<file path="src/rtl/wdt_pkg.sv">
package wdt_pkg;
  typedef enum logic [1:0] {
    WD_IDLE = 2'd0,
    WD_PRE  = 2'd1,
    WD_ACT  = 2'd2
  } wd_state_e;

  localparam logic [15:0] KEY_ARM = 16'hA5C6;
  localparam logic [15:0] KEY_GO  = 16'hDA7E;
  localparam int          EN_BIT  = 14;
  localparam int          SVC_BIT = 13;
  localparam int          KEY_LSB = 16;
  localparam logic [1:0]  MODE_WDOG = 2'b10;

  localparam int ADR_MODE   = 0;
  localparam int ADR_CNT_LO = 1;
  localparam int ADR_CNT_HI = 2;
  localparam int ADR_PRD_LO = 3;
  localparam int ADR_PRD_HI = 4;
  localparam int ADR_CTL    = 5;
endpackage

</file>
<file path="src/rtl/wdt_key_fsm.sv">
module wdt_key_fsm
  import wdt_pkg::*;
(
  input  logic        clk,
  input  logic        rst,
  input  logic        wd_mode_i,
  input  logic        ctl_we_i,
  input  logic [15:0] key_i,
  input  logic        en_bit_i,
  input  logic        at_limit_i,
  output wd_state_e   state_o,
  output logic        en_o,
  output logic        svc_o,
  output logic        restart_o,
  output logic        fire_o
);
  wd_state_e state_q;
  logic      en_q, svc_q;
  logic      wr, is_arm, is_go, active, en_next;

  always_comb begin
    wr        = ctl_we_i && wd_mode_i;
    is_arm    = (key_i == KEY_ARM);
    is_go     = (key_i == KEY_GO);
    active    = (state_q == WD_ACT);
    en_next   = en_q | (wr & en_bit_i);
    fire_o    = active && (at_limit_i || (wr && !is_arm && !is_go));
    restart_o = active && wr && is_go && svc_q;
  end

  always_ff @(posedge clk) begin
    if (rst) begin
      state_q <= WD_IDLE;
      en_q    <= 1'b0;
      svc_q   <= 1'b0;
    end else begin
      en_q <= en_next;
      if (fire_o) begin
        state_q <= WD_IDLE;
        svc_q   <= 1'b0;
      end else if (wr) begin
        unique case (state_q)
          WD_IDLE: if (is_arm && en_next) state_q <= WD_PRE;
          WD_PRE:  if (is_go) begin
                     state_q <= WD_ACT;
                     svc_q   <= 1'b0;
                   end
          WD_ACT:  if (is_arm) svc_q <= 1'b1;
                   else if (is_go) svc_q <= 1'b0;
          default: state_q <= WD_IDLE;
        endcase
      end
    end
  end

  assign state_o = state_q;
  assign en_o    = en_q;
  assign svc_o   = svc_q;

  assert_en_sticky_R4: assert property (@(posedge clk) disable iff (rst)
    $past(en_q) |-> en_q);
  assert_act_from_pre_R6: assert property (@(posedge clk) disable iff (rst)
    (state_q == WD_ACT) |-> ($past(state_q) == WD_ACT || $past(state_q) == WD_PRE));
  assert_pre_holds_R7: assert property (@(posedge clk) disable iff (rst)
    ($past(state_q) == WD_PRE) |-> (state_q != WD_IDLE));
  assert_svc_only_active_R8: assert property (@(posedge clk) disable iff (rst)
    svc_q |-> (state_q == WD_ACT));
endmodule

</file>
<file path="src/rtl/wdt_counter.sv">
module wdt_counter #(
  parameter int CNT_W = 64
) (
  input  logic             clk,
  input  logic             rst,
  input  logic             active_i,
  input  logic             fire_i,
  input  logic             restart_i,
  input  logic             cnt_lo_we_i,
  input  logic             cnt_hi_we_i,
  input  logic             prd_lo_we_i,
  input  logic             prd_hi_we_i,
  input  logic [31:0]      wdata_i,
  output logic [CNT_W-1:0] cnt_o,
  output logic [CNT_W-1:0] prd_o,
  output logic             at_limit_o
);
  localparam int HI_W = CNT_W - 32;

  logic [CNT_W-1:0] cnt_q, prd_q;
  logic             any_we;

  assign any_we = cnt_lo_we_i | cnt_hi_we_i | prd_lo_we_i | prd_hi_we_i;

  always_ff @(posedge clk) begin
    if (rst) begin
      cnt_q <= '0;
      prd_q <= '0;
    end else if (fire_i || restart_i) begin
      cnt_q <= '0;
    end else if (active_i) begin
      cnt_q <= cnt_q + 1'b1;
    end else begin
      if (cnt_lo_we_i) cnt_q[31:0]       <= wdata_i;
      if (cnt_hi_we_i) cnt_q[CNT_W-1:32] <= wdata_i[HI_W-1:0];
      if (prd_lo_we_i) prd_q[31:0]       <= wdata_i;
      if (prd_hi_we_i) prd_q[CNT_W-1:32] <= wdata_i[HI_W-1:0];
    end
  end

  assign cnt_o      = cnt_q;
  assign prd_o      = prd_q;
  assign at_limit_o = (cnt_q == prd_q);

  assert_prd_locked_R12: assert property (@(posedge clk) disable iff (rst)
    $past(active_i) |-> $stable(prd_q));
  assert_cnt_frozen_R6: assert property (@(posedge clk) disable iff (rst)
    (!$past(active_i) && !$past(any_we)) |-> $stable(cnt_q));
  assert_cnt_step_R6: assert property (@(posedge clk) disable iff (rst)
    ($past(active_i) && !$past(fire_i) && !$past(restart_i))
      |-> (cnt_q == $past(cnt_q) + 1'b1));
endmodule

</file>
<file path="src/rtl/wdt_rst_pulse.sv">
module wdt_rst_pulse #(
  parameter int PULSE_W = 4
) (
  input  logic clk,
  input  logic rst,
  input  logic fire_i,
  output logic rst_o
);
  localparam int LW = $clog2(PULSE_W + 1);

  logic [LW-1:0] left_q;
  logic          out_q;

  always_ff @(posedge clk) begin
    if (rst) begin
      out_q  <= 1'b0;
      left_q <= '0;
    end else if (fire_i) begin
      out_q  <= 1'b1;
      left_q <= LW'(PULSE_W - 1);
    end else if (left_q != '0) begin
      left_q <= left_q - 1'b1;
    end else begin
      out_q <= 1'b0;
    end
  end

  assign rst_o = out_q;

  assert_rise_needs_fire_R11: assert property (@(posedge clk) disable iff (rst)
    $rose(out_q) |-> $past(fire_i));
  assert_fire_drives_R11: assert property (@(posedge clk) disable iff (rst)
    fire_i |=> out_q);
endmodule

</file>
<file path="src/rtl/wdt_keyed.sv">
module wdt_keyed
  import wdt_pkg::*;
#(
  parameter int ADDR_W  = 3,
  parameter int CNT_W   = 64,
  parameter int PULSE_W = 4
) (
  input  logic              clk,
  input  logic              rst,
  input  logic              bus_we,
  input  logic [ADDR_W-1:0] bus_addr,
  input  logic [31:0]       bus_wdata,
  output logic [31:0]       bus_rdata,
  output logic              sys_rst_o
);
  logic [1:0]       mode_q;
  logic [31:0]      rdata_q;
  wd_state_e        state;
  logic             en, svc, restart, fire, at_limit, active;
  logic [CNT_W-1:0] cnt, prd;
  logic             sel_mode, sel_clo, sel_chi, sel_plo, sel_phi, sel_ctl;

  always_comb begin
    sel_mode = (bus_addr == ADDR_W'(ADR_MODE));
    sel_clo  = (bus_addr == ADDR_W'(ADR_CNT_LO));
    sel_chi  = (bus_addr == ADDR_W'(ADR_CNT_HI));
    sel_plo  = (bus_addr == ADDR_W'(ADR_PRD_LO));
    sel_phi  = (bus_addr == ADDR_W'(ADR_PRD_HI));
    sel_ctl  = (bus_addr == ADDR_W'(ADR_CTL));
    active   = (state == WD_ACT);
  end

  always_ff @(posedge clk) begin
    if (rst)                            mode_q <= '0;
    else if (bus_we && sel_mode && !en) mode_q <= bus_wdata[1:0];
  end

  wdt_key_fsm u_fsm (
    .clk       (clk),
    .rst       (rst),
    .wd_mode_i (mode_q == MODE_WDOG),
    .ctl_we_i  (bus_we && sel_ctl),
    .key_i     (bus_wdata[31:KEY_LSB]),
    .en_bit_i  (bus_wdata[EN_BIT]),
    .at_limit_i(at_limit),
    .state_o   (state),
    .en_o      (en),
    .svc_o     (svc),
    .restart_o (restart),
    .fire_o    (fire)
  );

  wdt_counter #(.CNT_W(CNT_W)) u_cnt (
    .clk        (clk),
    .rst        (rst),
    .active_i   (active),
    .fire_i     (fire),
    .restart_i  (restart),
    .cnt_lo_we_i(bus_we && sel_clo),
    .cnt_hi_we_i(bus_we && sel_chi),
    .prd_lo_we_i(bus_we && sel_plo),
    .prd_hi_we_i(bus_we && sel_phi),
    .wdata_i    (bus_wdata),
    .cnt_o      (cnt),
    .prd_o      (prd),
    .at_limit_o (at_limit)
  );

  wdt_rst_pulse #(.PULSE_W(PULSE_W)) u_pulse (
    .clk   (clk),
    .rst   (rst),
    .fire_i(fire),
    .rst_o (sys_rst_o)
  );

  always_ff @(posedge clk) begin
    if (rst) begin
      rdata_q <= '0;
    end else begin
      rdata_q <= '0;
      if (sel_mode) rdata_q <= {30'b0, mode_q};
      if (sel_clo)  rdata_q <= cnt[31:0];
      if (sel_chi)  rdata_q <= 32'(cnt >> 32);
      if (sel_plo)  rdata_q <= prd[31:0];
      if (sel_phi)  rdata_q <= 32'(prd >> 32);
      if (sel_ctl)  rdata_q <= {16'h0, 1'b0, en, svc, 11'b0, state};
    end
  end

  assign bus_rdata = rdata_q;

  assert_mode_locked_R3: assert property (@(posedge clk) disable iff (rst)
    $past(en) |-> $stable(mode_q));
  assert_bad_key_fires_R9: assert property (@(posedge clk) disable iff (rst)
    (bus_we && sel_ctl && active && bus_wdata[31:16] != KEY_ARM
       && bus_wdata[31:16] != KEY_GO) |=> sys_rst_o);
  assert_timeout_fires_R10: assert property (@(posedge clk) disable iff (rst)
    (active && cnt == prd) |=> (sys_rst_o && state == WD_IDLE));
endmodule

</file>
<file path="config.mk">
export PLATFORM = sky130hd
export DESIGN_NAME = wdt_keyed
export DESIGN_NICKNAME = d
export VERILOG_FILES = /design/src/rtl/wdt_pkg.sv /design/src/rtl/wdt_key_fsm.sv /design/src/rtl/wdt_counter.sv /design/src/rtl/wdt_rst_pulse.sv /design/src/rtl/wdt_keyed.sv
export SDC_FILE = /design/constraint.sdc
export NUM_CORES = 1
export LEC_CHECK = 0
export ABC_AREA = 1
export BUFFER_PORTS_ARGS = -buffer_cell sky130_fd_sc_hd__clkbuf_2
export CORE_UTILIZATION = 35
export CTS_CLUSTER_DIAMETER = 100
export CTS_CLUSTER_SIZE = 24
export DETAILED_ROUTE_END_ITERATION = 10
export SYNTH_ARGS = -nofsm -noshare
export SYNTH_HDL_FRONTEND = slang
export SYNTH_HIERARCHICAL = 1
export SYNTH_SLANG_ARGS = --single-unit
</file>
<file path="constraint.sdc">
create_clock -name clk -period 3.1 [get_ports clk]
set_input_delay 0.775 -clock clk [delete_from_list [all_inputs] [get_ports clk]]
set_output_delay 0.775 -clock clk [all_outputs]
set_load 0.1 [all_outputs]
</file>
==> flow_summary_export.csv, run 1 <==
group,metric,value,unit
cts,cts_tree,"done",
route,viasPerCell,5.262,
synth,synth.distinct_cells,35,
run_status,outcome,"completed",
floorplanning,die_width,177.7,um
sta,finalHoldWorstSlack,465.1,ps
route,wirelength,41.44,mm
place,dp_hpwl,31.40,mm
run,maxCapViolations,0,
sta,fin_tns_setup,0,ps
setup_path,cp.arrival,3320,ps
grt,grt_pass1_vias,10910,
sta,slew_viol_final,0,
worst_hold_path,hp-class,"register to register",
cts,cts_buffers,17,
cells_and_area,n_antenna_cell,0,
sta,finalCritPeriodShare,0.9529,
power,power.leakage,0.004592,uW
synth,synth_nets,1802,
floorplanning,fp.dieArea,31580,um^2
synth,synth_edf_count,0,
synth,synth-main-ff-cell,"dfxtp_1",
sta,worstMarginPinSlew,867.4,ps
route,wl_met1,19.44,mm
cts,ctsHtreeMaxLevel,4,
place,io_buffers,70,
cts,cts.reportedPaths.clkPinSlew,70,ps
floorplanning,die_h,177.7,um
synth,netlist_area,10810,um^2
route,wl_per_cell,18.57,um
power,p_per_area,416.0,nW/um^2
sta,grt_setup_unrepaired,"no",
cts,clk_latency,460,ps
route,drt_iter0_markers,1094,
route,antenna_left,0,
sta,skew,13.56,ps
floorplanning,start_util,0.3598,
grt,globalRouteTotalUtil,0.2680,
grt,grt_pass1_wl,63.67,mm
cts,hold_buffers,0,
synth,synthCells,1757,
cells_and_area,multi_input_comb_area,6295,um^2
synth,synthArstFlopShare,0,
route,wl_met2,18.78,mm
route,drc,0,
synth,synth_seq_cells,170,
synth,yosys_warnings,6,
cts,clock-sinks,170,
route,dr_total_vias,11740,
cts,cts_buffer_depth,2,
setup_path,crit_path_max_fanout,33,
sta,max_freq,338.5,MHz
sta,setup_violations,0,
setup_path,crit_type,"register to register",
cells_and_area,fillerInstances,3288,
setup_path,crit_required,3460,ps
route,drt_pass1_iterations,5,
cells_and_area,synthToLayoutAreaGrowth,14.44,%
sta,slew_headroom,0.4181,
cells_and_area,seqCellArea,3403,um^2
floorplanning,io-pin-count,71,
grt,grt_max_degree,63,
setup_path,end_kind,"register",
floorplanning,core_area,30030,um^2
sta,min_period,2954,ps
route,top_layer,"met4",
sta,hold_viol_final,0,
setup_path,crit_path_start_kind,"register",
floorplanning,core.rowCount,63,
grt,grt_overflow,0,
synth,postSynthAreaPerCell,6.151,um^2
synth,seq_area_frac_synth,0.3149,
cts,cts_root_buf,"clkbuf_16",
place,gp_congestion,0.9640,
grt,antenna_found_initial,0,
cells_and_area,drive_gt1_frac,0.1309,
route,met3_wirelength,2.314,mm
power,ir_drop,383.3,uV
cells_and_area,nNetsFinal,1875,
-- flip-flops by register name, indices dropped and copies added (netlist names) --
signal	flops
bus_rdata	32
mode_q	2
u_cnt/cnt_o	64
u_cnt/prd_o	64
u_fsm/en_o	1
u_fsm/state_o	2
u_fsm/svc_o	1
u_pulse/left_q	3
u_pulse/rst_o	1
-- cells in the mapped netlist, types with 4 or more instances --
cell,instances,share of area
nand2_2,19,0.011
buf_2,12,0.0056
a21oi_2,6,0.0049
buf_4,5,0.0035
nor2_4,9,0.0094
o21ai_0,53,0.025
nor2_1,297,0.10
inv_1,198,0.069
nand3_1,131,0.061
nand4_1,70,0.041
clkbuf_1,47,0.016
xnor2_1,29,0.024
o21ai_1,9,0.0042
xor2_1,11,0.0089
nand2_4,8,0.0083
buf_6,6,0.0063
nor3_1,6,0.0028
a31oi_1,17,0.0098
inv_2,8,0.0028
clkinv_1,4,0.0014
ha_1,7,0.0081
dfxtp_1,170,0.31
a21oi_1,93,0.043
o22ai_1,22,0.013
a211oi_1,32,0.022
nand3_2,4,0.0037
nor2_2,15,0.0087
nand2_1,454,0.16
-- report_power, final --
group | switching (uW) | internal, uW
sequential | 60.7 | 2250
combinational | 432 | 201
clock | 974 | 1230
-- cells in the final DEF (no fill, tap or decap), drive strengths merged --
cell,instances
a211oi,32
a21oi,99
a31oi,17
buf,57
bufinv,2
clkbuf,91
clkinv,6
clkinvlp,4
dfxtp,170
ha,7
inv,207
nand2,481
nand3,136
nand3b,2
nand4,70
nor2,323
nor3,6
o21ai,62
o21bai,4
o22ai,22
or2,3
xnor2,29
xor2,11
-- final cells by class --
class                           count  share of cell area
Clock inverter                      9            0.009409
Multi-Input combinational cell   1304              0.5090
Tap cell                          390             0.03946
Clock buffer                       21             0.03723
Timing Repair Buffer              127             0.06586
Sequential cell                   170              0.2752
Inverter                          210             0.06384
-- layer usage --
| layer | vias up | global-route usage |
|---|---|---|
| li1 | 5790 | - |
| met5 | - | 0 |
| met2 | 385 | 0.4284 |
| met4 | 0 | 0.08583 |
| met3 | 55 | 0.03877 |
| met1 | 5509 | 0.3684 |
-- worst paths after layout --
check,from,end,slack (ps),depth (start not counted)
worst max-delay path,u_cnt/cnt_o[20]$_SDFFE_PP0P_,u_cnt/prd_o[27]$_SDFFE_PP0P_,150,16
worst min-delay path,mode_q[0]$_SDFFE_PP0P_,mode_q[0]$_SDFFE_PP0P_,470,2
worst max register to register,u_cnt/cnt_o[20]$_SDFFE_PP0P_,u_cnt/prd_o[27]$_SDFFE_PP0P_,150,16
worst min register to register,mode_q[0]$_SDFFE_PP0P_,mode_q[0]$_SDFFE_PP0P_,470,2
-- critical path, stage by stage, from the launching register on --
cell and delay (ps):
dfxtp_1 420, inv_1 120, nand2_1 80, nand4_1 120, nor2_1 300, nand4_1 220
or2_2 340, nor2_1 120, inv_1 80, nand2_2 80, nand2_4 60, inv_1 160
nor2_2 90, nand3_2 100, buf_6 270, nor2_1 80, a211oi_1 190
-- timing repair --
item,CTS,global route
buffers inserted,0,0
resized for setup,0,5
endpoints found under the setup margin,0,44
-- through the flow --
step                instances  total power, uW  area [um^2]  utilization  setup slack (ps)
global placement         2201             2977        11770       0.3920             190.5
CTS                      2231             5179        12350       0.4112             75.31
global route             2231             5344        12370       0.4118             10.49
floorplan                1757             2763        10810            -             390.0
detailed placement       2201             2983        11770       0.3920             88.35
finish                   2231             5145        12370       0.4118             146.0
-- kinds of logic after synthesis --
kind of cell | synth area share
AOI/OAI and AO/OA | 0.1246
DFF | 0.3149
and+or+nand+nor | 0.4144
adders and majority gates | 0.008104
buffers and inverters | 0.1056
xor gates and xnor gates | 0.03242
Power figures use the tool's default switching activity.
==> inputs of run 2 (changes only) <==
--- a/config.mk
+++ b/config.mk
@@ -5,7 +5,6 @@
 export SDC_FILE = /design/constraint.sdc
 export NUM_CORES = 1
 export LEC_CHECK = 0
-export ABC_AREA = 1
 export BUFFER_PORTS_ARGS = -buffer_cell sky130_fd_sc_hd__clkbuf_2
 export CORE_UTILIZATION = 35
 export CTS_CLUSTER_DIAMETER = 100
==> run 2 against run 1 <==
Worst setup slack worse by 92 ps. Core utilization is 3.2 points higher. Critical path depth is 4 lower. Routed wire length is 10% lower. Synthesized cell count is 30% lower. Cell area is 2.2% lower. Clock skew is 2.6 ps higher. Largest cell class unchanged.
==> flow_summary_export.csv, run 2 <==
group,metric,value,unit
power,p_per_area,441.3,nW/um^2
grt,antenna_found_initial,3,
sta,slew_headroom,0.2414,
setup_path,crit_type,"register to register",
grt,grt_pass1_wl,56.90,mm
synth,seq_area_frac_synth,0.3466,
sta,worstMarginPinSlew,1135,ps
synth,synth_nets,1273,
route,drt_iter0_markers,1010,
floorplanning,start_util,0.3603,
cts,postCtsSetupBuffers,0,
sta,slew_viol_final,0,
synth,postSynthAreaPerCell,7.995,um^2
setup_path,crit_slowest_cell,"nor4_1",
sta,setup_violations,0,
cts,cts.reportedPaths.clkPinSlew,70,ps
setup_path,path_buf_inv,4,
sta,finalCritPeriodShare,0.9826,
floorplanning,die_h,169.5,um
place,io_buffers,70,
setup_path,reg2reg_from,"u_cnt/prd_o[36]$_SDFFE_PP0P_",
synth,yosys_warnings,6,
cells_and_area,n_antenna_cell,0,
floorplanning,io-pin-count,71,
setup_path,critPathMaxStageDelay,520,ps
setup_path,cpMostUsedCell,"buf_4",
sta,finalHoldWorstSlack,485.0,ps
grt,grt_overflow,0,
setup_path,r2r-end,"u_cnt/cnt_o[23]$_SDFFE_PP0P_",
synth,synthCells,1228,
setup_path,crit_path_max_fanout,15,
synth,yosys.area.top_type,"dfxtp_1",
sta,setup_slack,54.03,ps
setup_path,end_kind,"register",
route,viasPerCell,5.678,
cts,cts_tree,"done",
setup_path,crit_start,"u_cnt/prd_o[36]$_SDFFE_PP0P_",
setup_path,crit_family,"simple AND/OR/NAND/NOR gates",
cells_and_area,layout_commonest_cell,"nand2_1",
route,wl_per_cell,21.03,um
floorplanning,die_width,169.5,um
floorplanning,fp.dieArea,28730,um^2
sta,fin_tns_setup,0,ps
sta,hold_viol_final,0,
cts,clk_latency,440,ps
cts,clock-sinks,170,
setup_path,r2r_slack,50,ps
power,power,5337,uW
floorplanning,core.rowCount,60,
synth,netlist_area,9818,um^2
route,drc,0,
setup_path,crit_chain,"xor2_1 -> buf_4 -> nor4_1 -> nand4_1 -> nor4_1 -> buf_4 -> a31oi_1 -> nor2_1 -> buf_4 -> or3_1 -> buf_4 -> a21oi_1",
cells_and_area,mostFrequentLayoutCells,"183 x nand2_1, 170 x dfxtp_1, 164 x a21oi_1, 153 x buf_4, 70 x nor2_1",
cts,cts_buffers,17,
power,power.leakage,0.004799,uW
setup_path,crit_end,"u_cnt/cnt_o[23]$_SDFFE_PP0P_",
synth,synth.distinct_cells,80,
cells_and_area,nNetsFinal,1427,
setup_path,cp_num_cells,12,
route,wirelength,37.15,mm
run_status,outcome,"completed",
place,dp_hpwl,26.49,mm
synth,synthTopCellsByCount,"183 x nand2_1, 170 x dfxtp_1, 164 x a21oi_1, 70 x nor2_1, 65 x xor2_1",
setup_path,cp.arrival,3360,ps
route,drt_pass1_iterations,7,
place,placed_area,11450,um^2
power,ir_drop,377.1,uV
setup_path,crit_path_start_kind,"register",
worst_hold_path,hp-class,"register to register",
place,post-place-ws,-311.6,ps
setup_path,crit_required,3410,ps
cells_and_area,stdcell_area,12090,um^2
synth,synth.top_cells.by_area,"dfxtp_1 35%, a21oi_1 8.4%, nand2_1 7.0%",
synth,synth-main-ff-cell,"dfxtp_1",
synth,synth_edf_count,0,
cts,cts_buffer_depth,2,
cells_and_area,synthToLayoutAreaGrowth,23.17,%
synth,yosysMostFrequentCell,"nand2_1",
cts,cts_root_buf,"clkbuf_16",
grt,grt_max_degree,71,
synth,synth_seq_cells,170,
sta,grt_setup_unrepaired,"no",
cells_and_area,drive_gt1_frac,0.2195,
route,antenna_left,0,
sta,max_freq,328.3,MHz
route,dr_total_vias,10030,
run,maxCapViolations,0,
floorplanning,core_area,27250,um^2
sta,skew,16.19,ps
place,gp_congestion,0.9936,
cts,ctsHtreeMaxLevel,4,
setup_path,rr_worst_depth,12,
synth,synth_top_area_frac,0.3466,
sta,min_period,3046,ps
grt,grt_pass1_vias,9559,
cts,hold_buffers,0,
grt,globalRouteTotalUtil,0.2617,
synth,synthArstFlopShare,0,
-- run 2: changes by cell type after synthesis, sizes merged, moves of 24 or more --
cell,before,now
xor2,11,65
nand4,70,21
a21oi,99,166
nand3,136,33
nor3,6,36
nand2,481,183
o21a,0,31
nor2,323,70
inv,206,20
a211oi,32,8
nor4,0,30
mux2i,0,34
nand3b,2,58
-- run 2: tightest hold or removal path, delay by kind of cell (launching register included) --
| kind | cells | cell delay [ps] |
|---|---|---|
| AOI/OAI and AO/OA | 1 | 50 |
| DFF | 1 | 330 |
| and+or+nand+nor | 1 | 60 |
-- run 2: cell families (layout without fill, tap and decap cells) --
logic type      count (synthesis)  in the layout  synth area share
simple gates                  493            493            0.2662
compound gates                308            308            0.1901
flops                         170            170            0.3466
buf+inv                       114            280           0.05684
xor+xnor                       83             83           0.07404
mux                            53             53           0.05722
fa+ha+maj                       7              7          0.008920
-- run 2: timing repair --
item	CTS	global route
endpoints found under the setup margin	0	1
resized for setup	0	1
endpoints found under the hold margin	0	0
-- run 2: worst min path at each step --
stage | start | to | slack [ps] | cells after the start
after detailed placement | u_cnt/prd_o[27]$_SDFFE_PP0P_ | u_cnt/prd_o[27]$_SDFFE_PP0P_ | 480 | 2
after CTS | u_cnt/prd_o[27]$_SDFFE_PP0P_ | u_cnt/prd_o[27]$_SDFFE_PP0P_ | 480 | 2
final | u_cnt/prd_o[20]$_SDFFE_PP0P_ | u_cnt/prd_o[20]$_SDFFE_PP0P_ | 490 | 2
after global placement | u_cnt/prd_o[10]$_SDFFE_PP0P_ | u_cnt/prd_o[10]$_SDFFE_PP0P_ | 470 | 2
after global routing | u_cnt/prd_o[25]$_SDFFE_PP0P_ | u_cnt/prd_o[25]$_SDFFE_PP0P_ | 500 | 2
after floorplan | mode_q[1]$_SDFFE_PP0P_ | mode_q[1]$_SDFFE_PP0P_ | 450 | 2
-- run 2: area by class of cell --
| class | instances | area [um^2] |
|---|---|---|
| well taps | 372 | 465.4 |
| fillers | 2680 | 15160 |
| clock buffers | 22 | 474.2 |
| flip-flops and latches | 170 | 3403 |
| repair buffers | 229 | 1634 |
| multi-input cells | 944 | 5878 |
| inverters | 20 | 75.07 |
| clock inverters | 9 | 162.7 |
-- run 2: power breakdown --
part / switching (uW) / internal, uW / leakage, uW
Combinational: 424 / 267 / 0.00312
Clock: 941 / 1420 / 0.000307
Sequential: 43.4 / 2240 / 0.00138
-- run 2: metal layers --
metal	wire [um]	vias up	track usage	share of wire
met5	29	-	0	0.00078
met4	1414	4	0.1120	0.038
met3	2756	86	0.04734	0.074
met2	16570	434	0.4081	0.45
met1	16370	4836	0.3532	0.44
li1	-	4668	-	-
-- run 2: metrics by stage --
stage,std cells,utilization
final,1766,0.4438
after global routing,1766,0.4438
after CTS,1766,0.4435
after detailed placement,1735,0.4202
after global placement,1735,0.4202
after floorplan,1228,-
